==> src/rtl/otp_prog_pkg.sv <==
package otp_prog_pkg;

    typedef enum logic [3:0] {
        S_IDLE,
        S_LOAD,
        S_PRE_RD,
        S_SETUP,
        S_PULSE,
        S_HOLD,
        S_VRD,
        S_ADV,
        S_FLOAD,
        S_FRD
    } seq_state_e;

    typedef enum logic [1:0] {
        ERK_NONE   = 2'd0,
        ERK_UNPROG = 2'd1,
        ERK_STUCK  = 2'd2,
        ERK_FINAL  = 2'd3
    } err_kind_e;

    function automatic int max2(input int a, input int b);
        return (a > b) ? a : b;
    endfunction

endpackage

==> src/rtl/otp_wait_timer.sv <==
// Down-counter shared by all timed phases: loaded with N-1, expired at zero.
module otp_wait_timer #(
    parameter int TW = 8
) (
    input  logic          clk,
    input  logic          rst_n,
    input  logic          load,
    input  logic [TW-1:0] load_val,
    output logic          expired
);
    logic [TW-1:0] cnt_d, cnt_q;

    always_comb begin
        cnt_d = cnt_q;
        if (load)
            cnt_d = load_val;
        else if (cnt_q != '0)
            cnt_d = cnt_q - TW'(1);
    end

    always_ff @(posedge clk or negedge rst_n) begin
        if (!rst_n) cnt_q <= '0;
        else        cnt_q <= cnt_d;
    end

    assign expired = (cnt_q == '0);
endmodule

==> src/rtl/otp_word_check.sv <==
// Compares read-back against the target word.
module otp_word_check #(
    parameter int DW = 16
) (
    input  logic [DW-1:0] target,
    input  logic [DW-1:0] readback,
    output logic          match,
    output logic          unprog
);
    always_comb begin
        match  = (target == readback);
        // a bit that must be 1 but already reads 0 cannot be restored
        unprog = |(target & ~readback);
    end
endmodule

==> src/rtl/otp_prog_seq.sv <==
module otp_prog_seq
    import otp_prog_pkg::*;
#(
    parameter int AW         = 16,
    parameter int DW         = 16,
    parameter int PULSE_CYC  = 25000,
    parameter int SETUP_CYC  = 2,
    parameter int HOLD_CYC   = 2,
    parameter int RD_LAT     = 2,
    parameter int MAX_PULSES = 25,
    parameter int CW         = $clog2(MAX_PULSES + 1)
) (
    input  logic          clk,
    input  logic          rst_n,
    input  logic          start,
    input  logic [AW-1:0] first_addr,
    input  logic [AW-1:0] last_addr,
    input  logic [DW-1:0] src_data,
    output logic          prog_n,
    output logic [AW-1:0] cell_addr,
    output logic [DW-1:0] cell_wdata,
    output logic          rd_req,
    input  logic [DW-1:0] rd_data,
    output logic          busy,
    output logic          done,
    output logic          final_pass,
    output logic [1:0]    err_code,
    output logic [AW-1:0] fail_addr,
    output logic [CW-1:0] fail_cnt
);
    localparam int TMAX = max2(max2(PULSE_CYC, SETUP_CYC), max2(HOLD_CYC, RD_LAT));
    localparam int TW   = $clog2(TMAX + 1);
    localparam logic [TW-1:0] T_PULSE = TW'(PULSE_CYC - 1);
    localparam logic [TW-1:0] T_SETUP = TW'(SETUP_CYC - 1);
    localparam logic [TW-1:0] T_HOLD  = TW'(HOLD_CYC - 1);
    localparam logic [TW-1:0] T_RD    = TW'(RD_LAT - 1);
    localparam logic [CW-1:0] PMAX    = CW'(MAX_PULSES);

    typedef struct packed {
        seq_state_e    st;
        logic [AW-1:0] first;
        logic [AW-1:0] last;
        logic [AW-1:0] addr;
        logic [DW-1:0] wdata;
        logic [CW-1:0] pcnt;
        logic          done;
        err_kind_e     err;
        logic [AW-1:0] faddr;
        logic [CW-1:0] fcnt;
        logic          fin;
    } seq_t;

    seq_t r_d, r_q;

    logic          tmr_load;
    logic [TW-1:0] tmr_val;
    logic          tmr_zero;
    logic          w_match;
    logic          w_unprog;

    otp_wait_timer #(.TW(TW)) u_timer (
        .clk      (clk),
        .rst_n    (rst_n),
        .load     (tmr_load),
        .load_val (tmr_val),
        .expired  (tmr_zero)
    );

    otp_word_check #(.DW(DW)) u_check (
        .target   (r_q.wdata),
        .readback (rd_data),
        .match    (w_match),
        .unprog   (w_unprog)
    );

    always_comb begin
        r_d      = r_q;
        tmr_load = 1'b0;
        tmr_val  = '0;
        unique case (r_q.st)
            S_IDLE: begin
                if (start) begin
                    r_d.st    = S_LOAD;
                    r_d.first = first_addr;
                    r_d.last  = last_addr;
                    r_d.addr  = first_addr;
                    r_d.pcnt  = '0;
                    r_d.done  = 1'b0;
                    r_d.err   = ERK_NONE;
                    r_d.faddr = '0;
                    r_d.fcnt  = '0;
                    r_d.fin   = 1'b0;
                end
            end
            S_LOAD: begin
                r_d.wdata = src_data;
                r_d.pcnt  = '0;
                tmr_load  = 1'b1;
                tmr_val   = T_RD;
                r_d.st    = S_PRE_RD;
            end
            S_PRE_RD: begin
                if (tmr_zero) begin
                    if (w_unprog) begin
                        r_d.st    = S_IDLE;
                        r_d.done  = 1'b1;
                        r_d.err   = ERK_UNPROG;
                        r_d.faddr = r_q.addr;
                        r_d.fcnt  = '0;
                    end else if (w_match) begin
                        r_d.st = S_ADV;
                    end else begin
                        tmr_load = 1'b1;
                        tmr_val  = T_SETUP;
                        r_d.st   = S_SETUP;
                    end
                end
            end
            S_SETUP: begin
                if (tmr_zero) begin
                    tmr_load = 1'b1;
                    tmr_val  = T_PULSE;
                    r_d.st   = S_PULSE;
                end
            end
            S_PULSE: begin
                if (tmr_zero) begin
                    r_d.pcnt = r_q.pcnt + CW'(1);
                    tmr_load = 1'b1;
                    tmr_val  = T_HOLD;
                    r_d.st   = S_HOLD;
                end
            end
            S_HOLD: begin
                if (tmr_zero) begin
                    tmr_load = 1'b1;
                    tmr_val  = T_RD;
                    r_d.st   = S_VRD;
                end
            end
            S_VRD: begin
                if (tmr_zero) begin
                    if (w_match) begin
                        r_d.st = S_ADV;
                    end else if (r_q.pcnt >= PMAX) begin
                        r_d.st    = S_IDLE;
                        r_d.done  = 1'b1;
                        r_d.err   = ERK_STUCK;
                        r_d.faddr = r_q.addr;
                        r_d.fcnt  = r_q.pcnt;
                    end else begin
                        tmr_load = 1'b1;
                        tmr_val  = T_SETUP;
                        r_d.st   = S_SETUP;
                    end
                end
            end
            S_ADV: begin
                if (r_q.addr == r_q.last) begin
                    r_d.addr = r_q.first;
                    r_d.fin  = 1'b1;
                    r_d.st   = S_FLOAD;
                end else begin
                    r_d.addr = r_q.addr + AW'(1);
                    r_d.st   = S_LOAD;
                end
            end
            S_FLOAD: begin
                r_d.wdata = src_data;
                tmr_load  = 1'b1;
                tmr_val   = T_RD;
                r_d.st    = S_FRD;
            end
            S_FRD: begin
                if (tmr_zero) begin
                    if (!w_match) begin
                        r_d.st    = S_IDLE;
                        r_d.done  = 1'b1;
                        r_d.err   = ERK_FINAL;
                        r_d.faddr = r_q.addr;
                        r_d.fcnt  = '0;
                        r_d.fin   = 1'b0;
                    end else if (r_q.addr == r_q.last) begin
                        r_d.st   = S_IDLE;
                        r_d.done = 1'b1;
                        r_d.fin  = 1'b0;
                    end else begin
                        r_d.addr = r_q.addr + AW'(1);
                        r_d.st   = S_FLOAD;
                    end
                end
            end
            default: r_d.st = S_IDLE;
        endcase
    end

    always_ff @(posedge clk or negedge rst_n) begin
        if (!rst_n) begin
            r_q       <= '0;
            r_q.st    <= S_IDLE;
            r_q.err   <= ERK_NONE;
            r_q.wdata <= '1;
        end else begin
            r_q <= r_d;
        end
    end

    assign prog_n     = (r_q.st != S_PULSE);
    assign rd_req     = (r_q.st == S_PRE_RD) || (r_q.st == S_VRD) || (r_q.st == S_FRD);
    assign cell_addr  = r_q.addr;
    assign cell_wdata = r_q.wdata;
    assign busy       = (r_q.st != S_IDLE);
    assign done       = r_q.done;
    assign final_pass = r_q.fin;
    assign err_code   = r_q.err;
    assign fail_addr  = r_q.faddr;
    assign fail_cnt   = r_q.fcnt;
endmodule

==> config.mk <==
export PLATFORM = sky130hd
export DESIGN_NAME = otp_prog_seq
export DESIGN_NICKNAME = d
export VERILOG_FILES = /design/src/rtl/otp_prog_pkg.sv /design/src/rtl/otp_wait_timer.sv /design/src/rtl/otp_word_check.sv /design/src/rtl/otp_prog_seq.sv
export SDC_FILE = /design/constraint.sdc
export NUM_CORES = 1
export LEC_CHECK = 0
export ABC_AREA = 1
export BUFFER_PORTS_ARGS = -buffer_cell sky130_fd_sc_hd__buf_4
export CORE_MARGIN = 8
export CORE_UTILIZATION = 25
export DETAILED_ROUTE_END_ITERATION = 8
export PLACE_DENSITY = 0.41
export SLEW_MARGIN = 20
export SYNTH_ARGS = -nofsm -noshare
export SYNTH_HDL_FRONTEND = slang
export SYNTH_SLANG_ARGS = --single-unit
==> constraint.sdc <==
create_clock -name clk -period 2.65 [get_ports clk]
set_input_delay 0.3975 -clock clk [delete_from_list [all_inputs] [get_ports clk]]
set_output_delay 0.3975 -clock clk [all_outputs]
set_load 0.1 [all_outputs]
Yosys cells after proc, flatten, opt, wreduce, memory -nomap -nowiden

Index checks and enable logic that the tools add are counted.

Bitwise gates (word level): 2
Reduce and logical (&&, ||, !) cells: 21
Mux-type cells: 55
Equal/unequal tests: 27
Magnitude comparators: 1
$add $sub $neg: 3

Operators by type and width:

| cell                    | number |
|---|---|
| $mux W24                | 5 |
| $pmux W24 S4            | 1 |
| $pmux W15 S5            | 1 |
| $mux W16                | 4 |
| $mux W52                | 1 |
| $pmux W16 S3            | 1 |
| $mux W15                | 3 |
| $mux W4                 | 10 |
| $pmux W4 S10            | 1 |
| $eq A16 B16 Y1          | 2 |
| $mux W30                | 1 |
| $ne A2 B2 Y1 const B    | 13 |
| $mux W25                | 1 |
| $mux W23                | 1 |
| $mux W1                 | 18 |
| $reduce_and A9 Y1       | 2 |
| $add A16 B1 Y16 const B | 1 |
| $and A16 B16 Y16        | 1 |
| $eq A4 B3 Y1 const B    | 4 |
| $not A16 Y16            | 1 |
| $reduce_or A16 Y1       | 1 |
| $logic_not A15 Y1       | 1 |
| $pmux W5 S3             | 1 |
| $reduce_bool A15 Y1     | 1 |
| 25 further kinds        | 33 |

Word-level logic and storage cells: 121
Register bits after elaboration: 113

Logic depth before layout (Yosys ltp)

Gate-level depths: netlist of run 1.

Word-level depth: 7
Mapped depth: 15
Gate-level depth less buffers: 13

Hierarchy

From an unflattened synthesis of run 1, not the netlist that was laid out.

Cells, all modules: 1,018
Area total of the unflattened synthesis: 7,359.6 um2

By module, submodules not included:

| module         | sequential area each (um2) | cells an instance | instances | area each (um2) |
|---|---|---|---|---|
| otp_prog_seq   | 2,472.4                    | 802               | 1         | 5,889.4 |
| otp_wait_timer | 375.4                      | 154               | 1         | 1,097.3 |
| otp_word_check | 0.0                        | 62                | 1         | 372.9 |

Worst setup path after synthesis of run 1

No wires, ideal clock.

Path type: reg2out
Start point: register r_q[95] (netlist bit)
End point: output port rd_req
Slack: 392 ps
Path buffers: 2
Cell stages (with the launch flop): 6
Arrival time: 1,860 ps
Cell sequence: dfrtp_1 -> buf_4 -> nor2_4 -> nand2_2 -> nand2_2 -> clkbuf_1

Longest elaborated chain between the ends: 3

Ends and longest elaborated chain:

| item                                         | line                | source |
|---|---|---|
| start, declared                              | otp_prog_seq.sv:53  | `seq_t r_d, r_q;` |
| start signal, assigned                       | otp_prog_seq.sv:204 | `r_q <= r_d;` |
| $eq A4 B2 Y1 or $eq A4 B3 Y1 (tied branches) | otp_prog_seq.sv:209 | `assign rd_req = (r_q.st == S_PRE_RD) \|\| (r_q.st == S_VRD) \|\| (r_q.st == S_FRD);` |
| $logic_or A1 B1 Y1                           | otp_prog_seq.sv:209 |  |
| $logic_or A1 B1 Y1 *                         | otp_prog_seq.sv:209 |  |
| end, declared                                | otp_prog_seq.sv:22  | `output logic rd_req,` |

Mark *: on every way between the ends. The rest lies on a longest branch, timed or not.

Final worst setup path of run 1

Start point: register r_q[96] (netlist bit)
End point: output port prog_n

Longest elaborated chain between the ends: 1

Ends and longest elaborated chain:

| item          | line                | source |
|---|---|---|
| $ne A4 B3 Y1  | otp_prog_seq.sv:208 | `assign prog_n = (r_q.st != S_PULSE);` |
| end, declared | otp_prog_seq.sv:19  | `output logic prog_n,` |

Every way passes these cells.

==> impl_results.md, run 1 <==
- Run status: finished, final reports clean
- Synthesized instance count: 988
- N_diodes: 0
- Ratio of final minimum period to clock period: 0.909
- Worst reg2reg path startpoint: cell_wdata[9]
- Post-synthesis sequential area ratio: 0.400
- Reg-to-Reg End: fail_addr[9]
- Post-Synth XOR/XNOR Area: 0.0258
- Most common cell after layout, fill and taps aside: nand2_1
- Post-route clock skew: 14.6 ps
- Post-synth ARST share: 1.00
- Top cells by area, synth: dfrtp_1 34%, nand2_1 19%, buf_4 6.1%, dfstp_2 5.9%, nand3_1 5.8%
- Worst reg2reg path depth: 11
- Hold Slack: 22.9 ps
- Post-Syn Nets: 1075
- Vias in the first global route: 6257
- Share of post-route cells with drive strength above 1: 0.218
- Worst Setup Start Kind: register
- Crit path capture type: primary output
- CTS root buf: clkbuf_16
- CTS Buffer Depth: 2
- Switching share of total power: 0.529
- Post-CTS setup buffers: 0
- Largest family of logic cells by synthesized area: simple AND/OR/NAND/NOR gates
- Multiplexer share of the synthesized area: 0.00158
- WP data arrival: 2010 ps
- Rows: 61
- RSZ-0062 raised after global routing: false
- Worst-path clk slew: 60 ps
- R2r setup slk: 410 ps
- Yosys warning count: 0
- Area leader, netlist: dfrtp_1
- Detailed-router iteration count before antenna repair: 5
- All-Layer GR Usage: 0.134
- Internal power: 5.79 mW
- Slew Limit Headroom: 0.537
- WS Path Type: register to primary output
- Routability cong.: 0.806
- Area Growth Syn to Fin: 22.9%
- Pwr Density: 1410 nW/µm²
- Global-route wire length before repair: 35800 µm
- Most frequent cells in the layout: 355 x nand2_1, 141 x buf_4, 97 x dfrtp_1
- Fin Setup TNS: 0 ps
- Dpl hpwl: 16400 µm
- Synth Area in Adders: 0.0351
- Yosys reg bits: 113
- WL final: 22200 µm
- DRC: 0
- Global route total overflow: 0
- Drt initial violations: 362
- IO buf count: 126
- Syn_area_per_cell: 7.21 µm²
- H-tree Lvls: 4
- Synth cell types: 38
- Post-CTS Hold Buffers: 0
- Sequential power share: 0.258
- Post-route ant nets: 0
- Clk sinks: 113
- Cts repair resizes: 0
- Die height: 185 µm
- Die width: 185 µm
- Number of synthesized flops with an enable pin: 0
- Gate power share: 0.536
- Worst-Skew Late Latency: 430 ps
- TritonCTS Buffers: 17
- Routed vias/inst: 4.25
- FMAX: 415 MHz
- Area occupied by multi-input gates: 3300 µm²
- Worst-Margin Slew: 695 ps
- Post-layout min period: 2410 ps
- Die Area: 34100 µm²
- Synth Cell Area: 7120 µm²
- Simple-Gate Fraction of Synth Area: 0.354
- Switching power: 6.51 mW
- Post-synth top area share: 0.341
- Via count: 6188
- Synth Flop Type: dfrtp_1
- Core area: 27900 µm²
- Min-Delay Path Class: primary input to asynchronous set/reset pin
- IO Pins: 127
- Static Leak: 4.59 nW
- Clk network pwr share: 0.205
- MaxCap Viol Count: 0
- CTS tree: yes
- Final Hold Viols: 0
- Synth Area in Compound Gates: 0.0457
- Layout Nets: 1151
- Initial antenna violation count: 0
- Largest net degree at the start of global routing: 114
- Required time of the critical path: 2250 ps
- CP Max Fanout: 5
- Max-slew violations: 0
- VDD IR max: 0.543 mV
- Final setup viols: 0
- Initial Util: 0.255
- Post-DR wirelength/cell: 15.2 µm
- Register area: 2850 µm²
- Filler cell count: 3075
[layer usage]
metal / global-route usage / vias to the layer above / part of all wire
li1: - / 3210 / -
met2: 0.199 / 129 / 0.43
met5: 0 / - / 0
met3: 0.0266 / 16 / 0.042
met1: 0.193 / 2833 / 0.52
met4: 0.0387 / 0 / 0.011
[stage by stage]
stage | util | std cells | setup WS, ps | instance area, µm² | power, mW
floorplan | - | 988 | 392 | 7120 | 8.65
global placement | 0.290 | 1423 | 381 | 8110 | 9.87
detailed placement | 0.290 | 1423 | 359 | 8110 | 9.87
CTS | 0.313 | 1455 | 243 | 8750 | 12.5
global route | 0.313 | 1455 | 103 | 8750 | 13.2
finish | 0.313 | 1455 | 240 | 8750 | 12.3
[logic make-up after synthesis]
| logic type | after synthesis |
|---|---|
| compound gates | 62 |
| flops | 113 |
| xor+xnor | 21 |
| simple gates | 580 |
| buf+inv | 191 |
| mux | 1 |
| fa+ha+maj | 20 |
[power by group through the flow]
| stage | Clock [mW] | Combinational (mW) | Sequential, mW |
|---|---|---|---|
| final | 2.53 | 6.60 | 3.18 |
| after global routing | 2.65 | 7.24 | 3.30 |
| after CTS | 2.58 | 6.69 | 3.18 |
| after detailed placement | 0 | 6.67 | 3.20 |
| after global placement | 0 | 6.66 | 3.21 |
| after floorplan | 0 | 5.65 | 2.99 |
[layout make-up]
class | count | area share
repair buffers | 143 | 0.126
well taps | 378 | 0.0540
inverters | 105 | 0.0450
clock inverters | 10 | 0.0177
multi-input cells | 684 | 0.377
clock buffers | 22 | 0.0553
flip-flops and latches | 113 | 0.325
[worst max path at each step]
stage,from,to,slack [ps],cells after the start
floorplan,r_q[95],rd_req,390,5
global placement,rd_data[12],cell_addr[7],380,13
detailed placement,rd_data[12],cell_addr[7],360,13
CTS,r_q[96],prog_n,240,6
global route,cell_wdata[12],fail_addr[13],100,11
finish,r_q[96],prog_n,240,6
[critical path, stage by stage, from the launching register on]
cell and delay, ps:
dfrtp_1 410, inv_1 70, nor2_1 180, inv_1 140
nor2_1 300, inv_1 220, buf_4 280
[cell usage after synthesis (3+ instances only)]
cell type,number
xnor2_1,3
inv_2,14
buf_6,5
nand4_1,27
nor2_4,4
nand2_2,5
nand3_1,83
clkbuf_1,10
nand2_1,355
buf_4,58
o31ai_1,4
xor2_1,18
dfrtp_1,97
nor2_1,71
o21ai_0,44
ha_1,20
buf_1,3
nand2_4,3
inv_1,90
dfstp_2,16
a21oi_1,12
nor2_2,5
buf_2,10
nor3_1,11
or2_2,7
[registers in the layout, indices dropped and copies added (netlist names)]
| name | flops |
|---|---|
| cell_wdata | 16 |
| cell_addr | 16 |
| fail_addr | 16 |
| err_code | 2 |
| fail_cnt | 5 |
| r_q | 41 |
| done | 1 |
| u_timer.cnt_q | 15 |
| final_pass | 1 |
Note: power is estimated with default switching activity, not from simulation.
==> run 2: changes to the inputs <==
--- a/config.mk
+++ b/config.mk
@@ -9,6 +9,7 @@
 export BUFFER_PORTS_ARGS = -buffer_cell sky130_fd_sc_hd__buf_4
 export CORE_MARGIN = 8
 export CORE_UTILIZATION = 25
+export CTS_BUF_LIST = sky130_fd_sc_hd__clkbuf_8
 export DETAILED_ROUTE_END_ITERATION = 8
 export PLACE_DENSITY = 0.41
 export SLEW_MARGIN = 20
==> run 2 against run 1 <==
  * The flow now finishes with violations (hold timing)
  * Sequential power is essentially flat
  * Critical endpoint unchanged
  * Combinational power is essentially flat
  * Largest cell class unchanged
  * Critical path depth is the same
  * Count of clock-buffer cells in the layout shrank 1
==> impl_results.md, run 2 (synthesis gave the netlist of run 1 again) <==
- RSZ-0062 raised after global routing: false (unchanged)
- Switching power: 6.43 mW (was 6.51 mW)
- Most frequent cells in the layout: 355 x nand2_1, 141 x buf_4, 97 x dfrtp_1 (unchanged)
- Run status: complete, but fails checks (was finished, final reports clean)
- Detailed-router iteration count before antenna repair: 5 (unchanged)
- Internal power: 5.23 mW (was 5.79 mW)
- Max reg flops: 41 (unchanged)
- WS Path Type: register to primary output (unchanged)
- Core area: 27900 µm² (unchanged)
- Worst-Margin Slew: 705 ps (was 695 ps)
- Share of post-route cells with drive strength above 1: 0.218 (unchanged)
- All-Layer GR Usage: 0.133 (was 0.134)
- IO Pins: 127 (unchanged)
- Clk sinks: 113 (unchanged)
- Worst-Skew Late Latency: 450 ps (was 430 ps)
- Min-Delay Path Class: primary input to asynchronous set/reset pin (unchanged)
- Layout Nets: 1151 (unchanged)
- CTS Buffer Depth: 2 (unchanged)
- Dpl hpwl: 16400 µm (unchanged)
- Clk network pwr share: 0.162 (was 0.205)
- Area Growth Syn to Fin: 20.2% (was 22.9%)
- Initial antenna violation count: 0 (unchanged)
- Non-Filler Instances: 1455 (unchanged)
- Post-DR wirelength/cell: 15.2 µm (about the same)
- TritonCTS Buffers: 17 (unchanged)
- Die height: 185 µm (unchanged)
- Ratio of final minimum period to clock period: 0.915 (was 0.909)
- Die width: 185 µm (unchanged)
- Filler cell count: 3084 (was 3075)
- Reg-to-Reg End: fail_addr[9] (unchanged)
- Slew Limit Headroom: 0.530 (was 0.537)
- Initial Util: 0.255 (unchanged)
- Worst reg2reg path startpoint: cell_wdata[9] (unchanged)
- Rows: 61 (unchanged)
- Fin Setup TNS: 0 ps (unchanged)
- Required time of the critical path: 2250 ps (about the same)
- Worst reg2reg path depth: 11 (unchanged)
- Post-layout min period: 2430 ps (was 2410 ps)
- Post-route ant nets: 0 (unchanged)
- Max-slew violations: 0 (unchanged)
- R2r setup slk: 400 ps (was 410 ps)
- Gate power share: 0.566 (was 0.536)
- Pre-CTS WS: 359 ps (unchanged)
- DP Area: 8110 µm² (unchanged)
- Drt initial violations: 419 (was 362)
- Largest register by flop count: r_q (unchanged)
- Post-route clock skew: 17.5 ps (was 14.6 ps)
- CP Max Fanout: 5 (unchanged)
- CTS root buf: clkbuf_8 (was clkbuf_16)
- Die Area: 34100 µm² (unchanged)
- VDD IR max: 0.417 mV (was 0.543 mV)
- Crit path capture type: primary output (unchanged)
- H-tree Lvls: 4 (unchanged)
- FMAX: 412 MHz (was 415 MHz)
- Vias in the first global route: 6252 (was 6257)
- CTS tree: yes (unchanged)
- Routed vias/inst: 4.23 (was 4.25)
- Tot Pwr: 11.7 mW (was 12.3 mW)
- WP data arrival: 2030 ps (was 2010 ps)
- Largest net degree at the start of global routing: 114 (unchanged)
- Final WS setup: 224 ps (was 240 ps)
- Hold Slack: -7.58 ps (was 22.9 ps)
- Most common cell after layout, fill and taps aside: nand2_1 (unchanged)
- Post-CTS setup buffers: 0 (unchanged)
- Switching share of total power: 0.551 (was 0.529)
- Pwr Density: 1360 nW/µm² (was 1410 nW/µm²)
- Global route total overflow: 0 (unchanged)
- Routability cong.: 0.806 (unchanged)
- Post-CTS Hold Buffers: 0 (unchanged)
- Static Leak: 4.50 nW (was 4.59 nW)
- Final Hold Viols: 1 (was 0)
- IO buf count: 126 (unchanged)
- Worst Setup Start Kind: register (unchanged)
- Final setup viols: 0 (unchanged)
- Global-route wire length before repair: 35700 µm (was 35800 µm)
- DRC: 0 (unchanged)
- MaxCap Viol Count: 0 (unchanged)
- Placed cell count: 1423 (unchanged)
- Failing checks: hold timing
- N_diodes: 0 (unchanged)
- Via count: 6152 (was 6188)
- WL final: 22100 µm (was 22200 µm)
- Cts repair resizes: 0 (unchanged)
- Worst-path clk slew: 70 ps (was 60 ps)
- Post-route design area: 8560 µm² (was 8750 µm²)
- Sequential power share: 0.272 (was 0.258)
## run 2: changes by cell type in the layout (fill, tap and decap cells not counted), sizes merged
cell,change
clkbuf,-1
inv,+1
## run 2: worst max path at each step
stage / from / end / slack (ps)
2_1_floorplan: r_q[95] / rd_req / 390
3_3_place_gp: rd_data[12] / cell_addr[7] / 380
3_5_place_dp: rd_data[12] / cell_addr[7] / 360
4_1_cts: r_q[96] / prog_n / 210
5_1_grt: r_q[96] / prog_n / 80
6_report: r_q[96] / prog_n / 220
## run 2: metal layers
| metal | vias to the layer above | wire, µm | part of all wire | GRT usage |
|---|---|---|---|---|
| li1 | 3208 | - | - | - |
| met1 | 2807 | 11500 | 0.52 | 0.193 |
| met2 | 123 | 9380 | 0.42 | 0.198 |
| met3 | 14 | 1020 | 0.046 | 0.0302 |
| met4 | 0 | 216 | 0.0098 | 0.0301 |
| met5 | - | 0 | 0 | 0 |
## run 2: power groups by stage
| stage | Clock (mW) | Sequential (mW) | Combinational (mW) |
|---|---|---|---|
| 2_1_floorplan | 0 | 2.99 | 5.65 |
| 3_3_place_gp | 0 | 3.21 | 6.66 |
| 3_5_place_dp | 0 | 3.20 | 6.67 |
| 4_1_cts | 1.94 | 3.18 | 6.69 |
| 5_1_grt | 2.02 | 3.30 | 7.24 |
| 6_report | 1.89 | 3.18 | 6.60 |
## run 2: cell type report
| class | count | area, µm² | share of cell area |
|---|---|---|---|
| Tap cell | 378 | 473 | 0.0553 |
| Inverter | 105 | 394 | 0.0460 |
| Multi-Input combinational cell | 684 | 3300 | 0.385 |
| Clock buffer | 21 | 289 | 0.0338 |
| Timing Repair Buffer | 143 | 1100 | 0.128 |
| Sequential cell | 113 | 2850 | 0.333 |
| Clock inverter | 11 | 159 | 0.0186 |
## run 2: stage by stage
step / util / hold slack [ps]
3_3_place_gp: 0.290 / 461
2_1_floorplan: - / 102
5_1_grt: 0.306 / 81.2
4_1_cts: 0.306 / 66.2
3_5_place_dp: 0.290 / 470
6_report: 0.306 / -7.58
## run 2: critical path, cell delays in order (launching register included)
cell,delay (ps)
dfrtp_1,420
inv_1,70
nor2_1,180
inv_1,140
nor2_1,290
inv_1,210
buf_4,280
==> run 3: changes to the inputs <==
--- a/config.mk
+++ b/config.mk
@@ -11,6 +11,8 @@
 export CORE_UTILIZATION = 25
 export CTS_BUF_LIST = sky130_fd_sc_hd__clkbuf_8
 export DETAILED_ROUTE_END_ITERATION = 8
+export GPL_ROUTABILITY_DRIVEN = 0
+export HOLD_SLACK_MARGIN = 0.08
 export PLACE_DENSITY = 0.41
 export SLEW_MARGIN = 20
 export SYNTH_ARGS = -nofsm -noshare
==> run 3 against run 2 <==
  * The run now ends clean
  * Utilization hardly changed
  * Sequential cell count stayed put
  * Critical path type unchanged
  * Clock power hardly changed
  * Register-to-register slack hardly changed
  * Non-clock buffer count is 1 higher
  * First-iteration DRC count is 8.6% lower
  * Combinational power hardly changed
  * Sequential share of layout area hardly changed
  * Cell count hardly changed
  * Power hardly changed
  * Wire length is 0.11% higher
  * Sequential power hardly changed
==> impl_results.md, run 3 (synthesis gave the netlist of run 1 again) <==
- WS Path Type: register to primary output (unchanged)
- Most frequent cells in the layout: 355 x nand2_1, 141 x buf_4, 97 x dfrtp_1 (unchanged)
- Final Util: 0.307 (was 0.306)
- Dpl hpwl: 16400 µm (unchanged)
- TritonCTS Buffers: 17 (unchanged)
- Initial Util: 0.255 (unchanged)
- Final setup viols: 0 (unchanged)
- Layout Nets: 1152 (was 1151)
- MaxCap Viol Count: 0 (unchanged)
- Routed wl met3: 1010 µm (was 1020 µm)
- IO buf count: 126 (unchanged)
- Reg-to-Reg End: fail_addr[9] (unchanged)
- Crit path capture type: primary output (unchanged)
- Most common cell after layout, fill and taps aside: nand2_1 (unchanged)
- Min-Delay Path Class: primary input to register (was primary input to asynchronous set/reset pin)
- Die Area: 34100 µm² (unchanged)
- Post-CTS setup buffers: 0 (unchanged)
- CP startpoint: r_q[96] (unchanged)
- Non-Filler Instances: 1456 (was 1455)
- Global route total overflow: 0 (unchanged)
- CTS tree: yes (unchanged)
- DRC: 0 (unchanged)
- Worst-path clk slew: 70 ps (about the same)
- Worst reg2reg path depth: 11 (unchanged)
- Uppermost routed layer: met4 (unchanged)
- Ratio of final minimum period to clock period: 0.915 (about the same)
- Post-route clock skew: 18.0 ps (was 17.5 ps)
- R2r setup slk: 400 ps (about the same)
- Post-Route M1 WL: 11500 µm (about the same)
- Final Hold Viols: 0 (was 1)
- Worst Hold Endpoint: cell_wdata[8]
- Global-route wire length before repair: 35700 µm (about the same)
- Drt initial violations: 383 (was 419)
- Required time of the critical path: 2250 ps (about the same)
- Share of post-route cells with drive strength above 1: 0.218 (about the same)
- FMAX: 413 MHz (was 412 MHz)
- Largest register by flop count: r_q (unchanged)
- Vias in the first global route: 6263 (was 6252)
- All-Layer GR Usage: 0.133 (about the same)
- RSZ-0062 raised after global routing: false (unchanged)
- Worst Setup Start Kind: register (unchanged)
- WHS Path Cells: 3
- H-tree Lvls: 4 (unchanged)
- CTS root buf: clkbuf_8 (unchanged)
- Post-CTS Hold Buffers: 1 (was 0)
- Post-layout min period: 2420 ps (was 2430 ps)
- IO Pins: 127 (unchanged)
- VDD IR max: 0.417 mV (about the same)
- CTS Buffer Depth: 2 (unchanged)
- Max reg flops: 41 (unchanged)
- Rows: 61 (unchanged)
- Pwr Density: 1360 nW/µm² (about the same)
- Via count: 6150 (was 6152)
- DP Area: 8110 µm² (unchanged)
- Worst-Margin Slew: 704 ps (was 705 ps)
- WP data arrival: 2030 ps (about the same)
- Post-route design area: 8570 µm² (was 8560 µm²)
- CP Max Fanout: 5 (unchanged)
- Clk sinks: 113 (unchanged)
- Fin Setup TNS: 0 ps (unchanged)
- Die width: 185 µm (unchanged)
- Largest net degree at the start of global routing: 114 (unchanged)
- Area Growth Syn to Fin: 20.3% (was 20.2%)
- N_diodes: 0 (unchanged)
- Initial antenna violation count: 0 (unchanged)
- Core area: 27900 µm² (unchanged)
- Cts repair resizes: 0 (unchanged)
- Die height: 185 µm (unchanged)
- Post-route ant nets: 0 (unchanged)
- Detailed-router iteration count before antenna repair: 5 (unchanged)
- WL final: 22100 µm (about the same)
- Slew Limit Headroom: 0.531 (was 0.530)
- Run status: finished, final reports clean (was complete, but fails checks)
- DR WL met2: 9440 µm (was 9380 µm)
- Routed vias/inst: 4.22 (was 4.23)
- Worst-Skew Late Latency: 450 ps (about the same)
- Worst reg2reg path startpoint: cell_wdata[9] (unchanged)
- Min-Delay Startpoint: src_data[8]
- Placed cell count: 1423 (unchanged)
- Max-slew violations: 0 (unchanged)
- Post-DR wirelength/cell: 15.2 µm (about the same)
- Static Leak: 4.51 nW (was 4.50 nW)
==> run 3: layer usage <==
layer,track usage,vias to the layer above
met2,0.197,131
met4,0.0317,0
li1,-,3208
met1,0.193,2796
met3,0.0302,15
met5,0,-
==> run 3: where the power goes <==
part / total (mW) / switching, mW / internal, mW
Combinational: 6.59 / 4.96 / 1.63
Clock: 1.89 / 0.775 / 1.12
Sequential: 3.18 / 0.686 / 2.49
Total: 11.7 / 6.43 / 5.23
==> run 3: metrics by stage <==
stage	worst slack (ps)	hold slack (ps)	power (mW)
global placement	381	461	9.87
global route	76.3	125	12.6
finish	226	155	11.7
CTS	211	125	11.8
floorplan	392	102	8.65
detailed placement	359	470	9.87
==> run 3: final cells by class <==
type	count	area (µm²)
clock buffer	21	289
clock inverter	11	159
fill	3083	19400
inverter	105	394
multi-input combinational	684	3300
sequential	113	2850
tap	378	473
timing repair buffer	144	1110
==> run 3: worst max path at each step <==
stage	end	slack (ps)
after floorplan	rd_req	390
after global placement	cell_addr[7]	380
after detailed placement	cell_addr[7]	360
after CTS	prog_n	210
after global routing	prog_n	80
final	prog_n	230
==> run 3: critical path: stages (launching register included) <==
cell and delay, ps:
dfrtp_1 420, inv_1 70, nor2_1 180, inv_1 140, nor2_1 280, inv_1 210
buf_4 280
